## src/rtl/qp_pkg.sv

```systemverilog
package qp_pkg;
  localparam int N_PH   = 4;
  localparam int TAG_W  = $clog2(N_PH);
  localparam int N_RNG  = 4;
  localparam int EXP_W  = $clog2(N_RNG);
  localparam int MANT_W = 6;
  localparam int TDC_W  = 6;
  localparam int WORD_W = MANT_W + EXP_W + TAG_W + TDC_W;
  localparam int N_LANE = WORD_W / 2;
  localparam int FILL_W = 2;

  typedef struct packed {
    logic [MANT_W-1:0] mant;
    logic [EXP_W-1:0]  expo;
    logic [TAG_W-1:0]  tag;
    logic [TDC_W-1:0]  tcode;
  } word_t;
endpackage

```

## src/rtl/qp_phase_ctr.sv

```systemverilog
module qp_phase_ctr import qp_pkg::*; (
  input  logic             clk_i,
  input  logic             rst_ni,
  output logic [TAG_W-1:0] tag_o,
  output logic             ld_o,
  output logic             vld_o,
  output logic [N_PH-1:0]  rst_stb_o,
  output logic [N_PH-1:0]  int_stb_o,
  output logic [N_PH-1:0]  rsel_stb_o,
  output logic [N_PH-1:0]  dig_stb_o
);
  logic [TAG_W-1:0]  cnt_q;
  logic [FILL_W-1:0] fill_q;

  always_ff @(posedge clk_i or negedge rst_ni) begin
    if (!rst_ni) begin
      cnt_q  <= '0;
      fill_q <= '0;
    end else begin
      cnt_q <= cnt_q + 1'b1;
      if (fill_q != {FILL_W{1'b1}}) fill_q <= fill_q + 1'b1;
    end
  end

  // fill_q counts edges since reset: select stage real after 1, digitize after 2
  logic sel_ok, dig_ok;
  assign sel_ok = fill_q >= FILL_W'(1);
  assign dig_ok = fill_q >= FILL_W'(2);
  assign ld_o   = dig_ok;
  assign vld_o  = fill_q == {FILL_W{1'b1}};
  assign tag_o  = cnt_q;

  for (genvar p = 0; p < N_PH; p++) begin : g_ph
    localparam logic [TAG_W-1:0] P_INT = TAG_W'(p);
    localparam logic [TAG_W-1:0] P_RST = TAG_W'((p + N_PH - 1) % N_PH);
    localparam logic [TAG_W-1:0] P_SEL = TAG_W'((p + 1) % N_PH);
    localparam logic [TAG_W-1:0] P_DIG = TAG_W'((p + 2) % N_PH);
    assign int_stb_o[p]  = cnt_q == P_INT;
    assign rst_stb_o[p]  = cnt_q == P_RST;
    assign rsel_stb_o[p] = sel_ok && (cnt_q == P_SEL);
    assign dig_stb_o[p]  = dig_ok && (cnt_q == P_DIG);
  end
endmodule

```

## src/rtl/qp_range_pick.sv

```systemverilog
module qp_range_pick #(
  parameter int N     = 4,
  parameter int SEL_W = $clog2(N)
) (
  input  logic [N-1:0]     ovf_i,
  output logic [SEL_W-1:0] sel_o
);
  // lowest range with a clear overflow flag; top range if all saturated
  always_comb begin
    sel_o = SEL_W'(N - 1);
    for (int i = N - 1; i >= 0; i--) begin
      if (!ovf_i[i]) sel_o = SEL_W'(i);
    end
  end
endmodule

```

## src/rtl/qp_word_pipe.sv

```systemverilog
module qp_word_pipe import qp_pkg::*; (
  input  logic              clk_i,
  input  logic              rst_ni,
  input  logic              ld_i,
  input  logic [TAG_W-1:0]  tag_i,
  input  logic [TDC_W-1:0]  tdc_i,
  input  logic [N_RNG-1:0]  ovf_i,
  input  logic [MANT_W-1:0] mant_i,
  output logic [EXP_W-1:0]  rsel_o,
  output word_t             word_o
);
  logic [TAG_W-1:0] tag_s1, tag_s2;
  logic [TDC_W-1:0] tdc_s1, tdc_s2;
  logic [EXP_W-1:0] exp_s2, exp_pick;

  qp_range_pick #(.N(N_RNG), .SEL_W(EXP_W)) u_pick (
    .ovf_i (ovf_i),
    .sel_o (exp_pick)
  );

  always_ff @(posedge clk_i or negedge rst_ni) begin
    if (!rst_ni) begin
      tag_s1 <= '0;
      tdc_s1 <= '0;
      tag_s2 <= '0;
      tdc_s2 <= '0;
      exp_s2 <= '0;
      word_o <= '0;
    end else begin
      tag_s1 <= tag_i;
      tdc_s1 <= tdc_i;
      tag_s2 <= tag_s1;
      tdc_s2 <= tdc_s1;
      exp_s2 <= exp_pick;
      if (ld_i) begin
        word_o.mant  <= mant_i;
        word_o.expo  <= exp_s2;
        word_o.tag   <= tag_s2;
        word_o.tcode <= tdc_s2;
      end
    end
  end

  assign rsel_o = exp_s2;
endmodule

```

## src/rtl/qp_lane_ddr.sv

```systemverilog
module qp_lane_ddr import qp_pkg::*; (
  input  logic              clk_i,
  input  logic [WORD_W-1:0] word_i,
  output logic [N_LANE-1:0] lane_o
);
  logic [N_LANE-1:0] even_b, odd_b;

  for (genvar k = 0; k < N_LANE; k++) begin : g_ln
    assign even_b[k] = word_i[2*k];
    assign odd_b[k]  = word_i[2*k+1];
  end

  // high half of the period sends the even bit, low half the odd bit
  always_comb lane_o = clk_i ? even_b : odd_b;
endmodule

```

## src/rtl/quad_phase_seq.sv

```systemverilog
module quad_phase_seq import qp_pkg::*; (
  input  logic              clk_i,
  input  logic              rst_ni,
  input  logic [N_RNG-1:0]  ovf_i,
  input  logic [MANT_W-1:0] mant_i,
  input  logic [TDC_W-1:0]  tdc_i,
  output logic [N_PH-1:0]   rst_stb_o,
  output logic [N_PH-1:0]   int_stb_o,
  output logic [N_PH-1:0]   rsel_stb_o,
  output logic [N_PH-1:0]   dig_stb_o,
  output logic [EXP_W-1:0]  range_sel_o,
  output logic [WORD_W-1:0] word_o,
  output logic              word_vld_o,
  output logic [N_LANE-1:0] lane_o
);
  logic [TAG_W-1:0] tag;
  logic             ld;
  word_t            word;

  qp_phase_ctr u_ctr (
    .clk_i      (clk_i),
    .rst_ni     (rst_ni),
    .tag_o      (tag),
    .ld_o       (ld),
    .vld_o      (word_vld_o),
    .rst_stb_o  (rst_stb_o),
    .int_stb_o  (int_stb_o),
    .rsel_stb_o (rsel_stb_o),
    .dig_stb_o  (dig_stb_o)
  );

  qp_word_pipe u_pipe (
    .clk_i  (clk_i),
    .rst_ni (rst_ni),
    .ld_i   (ld),
    .tag_i  (tag),
    .tdc_i  (tdc_i),
    .ovf_i  (ovf_i),
    .mant_i (mant_i),
    .rsel_o (range_sel_o),
    .word_o (word)
  );

  assign word_o = word;

  qp_lane_ddr u_ddr (
    .clk_i  (clk_i),
    .word_i (word_o),
    .lane_o (lane_o)
  );
endmodule

```

## config.mk

```make
export PLATFORM = sky130hd
export DESIGN_NAME = quad_phase_seq
export DESIGN_NICKNAME = d
export VERILOG_FILES = /design/src/rtl/qp_pkg.sv /design/src/rtl/qp_phase_ctr.sv /design/src/rtl/qp_range_pick.sv /design/src/rtl/qp_word_pipe.sv /design/src/rtl/qp_lane_ddr.sv /design/src/rtl/quad_phase_seq.sv
export SDC_FILE = /design/constraint.sdc
export NUM_CORES = 1
export LEC_CHECK = 0
export ABC_AREA = 0
export BUFFER_PORTS_ARGS = -buffer_cell sky130_fd_sc_hd__clkbuf_2
export CAP_MARGIN = 5
export CORE_ASPECT_RATIO = 0.7
export CORE_MARGIN = 2
export CORE_UTILIZATION = 49
export CTS_BUF_LIST = sky130_fd_sc_hd__clkbuf_8
export CTS_CLUSTER_SIZE = 12
export DETAILED_ROUTE_END_ITERATION = 8
export MAX_ROUTING_LAYER = met4
export PLACE_DENSITY = 0.86
export SLEW_MARGIN = 10
export SYNTH_ARGS = -nofsm -noshare
export SYNTH_HDL_FRONTEND = slang
export SYNTH_SLANG_ARGS = --single-unit
```

## constraint.sdc

```tcl
create_clock -name clk_i -period 1.55 [get_ports clk_i]
set_clock_uncertainty 0.05 [all_clocks]
set_input_delay 0.3875 -clock clk_i [delete_from_list [all_inputs] [get_ports clk_i]]
set_output_delay 0.3875 -clock clk_i [all_outputs]
set_load 0.05 [all_outputs]
```

Word-level counts from Yosys, hierarchy flattened
Index checks and enable logic that the tools add are counted.

word-level totals
  bits in registers = 38
  bits of input ports = 18
  output and inout bits = 43
  word-level logic and storage cells = 33

cells by class
  $add $sub $neg = 2
  order comparisons = 2
  equal/unequal tests = 5
  multiplexer cells = 4
  reductions and logical operators = 9

operators with widths
  kind                                                 number
  logical AND 1 bit                                    8
  2-to-1 mux 8 bit                                     1
  == test 2 bit, second input constant                 3
  adder 2 x 1 -> 2 bit, second input constant          2
  2-to-1 mux 2 bit                                     2
  == test 2 x 1 -> 1 bit, second input constant        1
  >= comparator 2 x 1 -> 1 bit, second input constant  1
  >= comparator 2 bit, second input constant           1
  zero test 2 bit                                      1
  inequality test 2 bit, second input constant         1
  2-to-1 mux 1 bit                                     1

Longest topological paths before layout
  word-level depth = 3
  mapped depth = 5

Modules after synthesis
Synthesis repeated with hierarchy kept, for this count alone.

unflattened totals
  cell total of the unflattened synthesis = 95
  area, all modules = 1579.0 µm²

modules (own cells, without submodules)
  module         times used  cells an instance  area an instance (µm²)  seq. area each (µm²)
  qp_word_pipe   1           52                 1099.8                  850.8
  qp_phase_ctr   1           31                 330.3                   100.1
  qp_lane_ddr    1           9                  131.4                   0.0
  qp_range_pick  1           3                  17.5                    0.0

==> results.yml <==
drt:
  viasPerCell: 5.37
  wl_um: 5530
  dr.pass1.iters: 4
  remaining_drc_errors: 0
  vias: 1139
  drt_iter0_drc: 45
  ant_nets: 0
  wl_per_cell_um: 26.1
sta:
  setup_viol: 36
  worst-slew-pin-transition_ns: 0.498
  tns_ns: -9.84
  hold_violations: 0
  rsz0062_at_grt: "true"
  clock.fmax_mhz: 508
  setup_ws_ns: -0.419
  maxSlewHeadroom_pct: 66.8
  report.final.slew_viol_count: 0
  post-route-period-util_pct: 127
  finalCriticalPeriod_ns: 1.97
critical_path:
  cpPeakStageDelay_ns: 0.46
  setup.worst_path.end_class: "output port"
  path_class: "register to output port"
  crit_fanout: 5
  critPathRequiredTime_ns: 1.11
  critPathLaunchType: "register"
  worstPathCellList: "ha_4 > nor2_4 > buf_12 > nor2b_4 > buf_8"
  slowest_stage: "dfrtp_2"
  cp.arrival_ns: 1.53
yosys:
  synth_seq_cells: 38
  synth_edf_count: 0
  synth_area_leaders: "dfrtp_1, mux2_4, mux2_2"
  netlist_area_mm2: 0.00154
  netlist-cell-type-count: 13
  synth_most_common_cell: "dfrtp_1"
  synth.avg_cell_area_um2: 16.3
  ys_seq_area_share_pct: 61.9
  yosysTopAreaCell: "dfrtp_1"
  synth_top_area_share_pct: 61.9
  synth_ff_type: "dfrtp_1"
  netlist_instances: 94
  ys_top_cells_by_count: "dfrtp_1, mux2_4, mux2_2"
  syn-num-nets: 119
  ys_warn_count: 0
  async_flop_share_pct: 100
global_routing:
  grt_overflow_total: 0
  grt_pass1_wl_um: 7470
  antenna_found_initial: 0
  grt_pass1_vias: 1364
  grt.total_usage_pct: 31.6
  grt_start_max_net_pins: 23
cells_and_area:
  multiInputGateArea_um2: 691
  postLayoutCoreUtil_pct: 94.8
  fin_cells: 212
  diodes: 0
  regArea_um2: 953
  area_growth_pct: 78.1
  nets: 200
  drive_above_1_share_pct: 75.6
  fillers: 73
status:
  violations: "negative setup slack"
  status: "finished, violations left"
pwr:
  powerDensity_mw_per_mm2: 1330
  power.leakage_nw: 1.33
  total_power_w: 0.00364
  peakVddDrop_v: 0.000998
placed_design:
  place_congestion: 0.719
  place_ws_ns: -0.162
  port_buffers: 59
  hpwl_um: 2330
  dp_cells: 191
die:
  core_mm2: 0.00288
  std_cell_rows: 16
  start_util_pct: 53.3
  die_h_um: 50.8
  die-area_mm2: 0.00360
  io_pins: 61
  die_w_um: 70.9
cts:
  clock_latency_ns: 0.39
  path_clk_slew_ns: 0.07
  tritoncts: "built"
worst_hold_path:
  hold_class: "primary input to register"
flow_run:
  drv_cap: 0
## cell usage in the layout, fill, tap and decap left out
cell type,Yosys,layout
a21boi_0,1,1
and2_1,1,1
buf_12,0,4
buf_2,1,5
buf_4,4,7
buf_6,2,5
buf_8,0,18
clkbuf_16,0,10
clkbuf_2,0,23
clkbuf_4,0,6
clkbuf_8,0,8
clkinv_2,0,1
dfrtp_1,38,36
dfrtp_2,0,2
dlygate4sd3_1,0,1
ha_4,0,7
inv_1,5,3
inv_2,0,2
inv_4,0,1
mux2_2,9,1
mux2_4,16,24
nor2_4,0,1
nor2b_4,0,8
xnor2_1,1,1
## state kept, by name (all words and copies together), names as in the netlist
register	flops
u_pipe.word_o	16
u_pipe.tdc_s1	6
u_pipe.tdc_s2	6
u_ctr.fill_q	2
u_ctr.tag_o	2
u_pipe.rsel_o	2
u_pipe.tag_s1	2
u_pipe.tag_s2	2
## per-layer routing
metal	up-vias	routed length, um	GRT usage, %
met5	-	0	-
met4	0	316	27.7
met3	25	400	12.8
met2	73	2810	51.2
met1	577	2000	29.3
li1	464	-	-
## area by class of cell
class | instances | share of cell area, %
Sequential cell | 38 | 34.9
Clock inverter | 2 | 0.320
Tap cell | 36 | 1.65
Inverter | 5 | 0.778
Timing Repair Buffer | 69 | 27.6
Multi-Input combinational cell | 44 | 25.3
Clock buffer | 18 | 9.52
## report_power, final
part / leakage [nW] / switching, W / internal, W / total, W
clock: 0.207 / 0.00119 / 0.00119 / 0.00239
sequential: 0.440 / 0.0000308 / 0.00103 / 0.00106
combinational: 0.682 / 0.000131 / 0.0000641 / 0.000195
## critical path, delay by kind of cell (launching register included)
family | cells | cell delay (ns)
DFF | 1 | 0.46
and+or+nand+nor | 2 | 0.20
adders and majority gates | 1 | 0.18
buffers and inverters | 2 | 0.29
## path summary, 6_finish.rpt
check,start,to,slack (ns),cells past startpoint
max,u_ctr.fill_q[1],dig_stb_o[1],-0.42,5
min,tdc_i[5],u_pipe.tdc_s1[5],0.06,1
max reg2reg,u_ctr.fill_q[1],u_pipe.word_o[7],-0.15,6
min reg2reg,u_pipe.tdc_s1[5],u_pipe.tdc_s2[5],0.31,0
max in group asynchronous,rst_ni,u_ctr.tag_o[1],0.49,3
min in group asynchronous,rst_ni,u_pipe.word_o[13],0.44,2
## metrics by stage
stage	hold slack [ns]	area, um^2
floorplan	0.0419	1690
global placement	0.282	2080
detailed placement	0.286	2080
CTS	0.0408	2620
global route	0.0436	2730
finish	0.0562	2730
## logic make-up (layout without fill, tap and decap cells)
logic type / Yosys count / after routing / share of synthesized area, %
flops: 38 / 38 / 61.9
mux: 25 / 25 / 22.2
buf+inv: 12 / 94 / 4.97
simple gates: 10 / 10 / 4.08
fa+ha+maj: 7 / 7 / 5.70
compound gates: 1 / 1 / 0.489
xor+xnor: 1 / 1 / 0.571
## what timing repair did
action | 4_1_cts | 5_1_grt
setup endpoints to repair | 35 | 52
hold buffers | 1 | 0
gates cloned | 0 | 1
gates resized for setup | 71 | 39
pin swaps | 2 | 5
buffers inserted | 2 | 8
endpoints found under the hold margin | 16 | 0
Note: power is estimated with default switching activity, not from simulation.
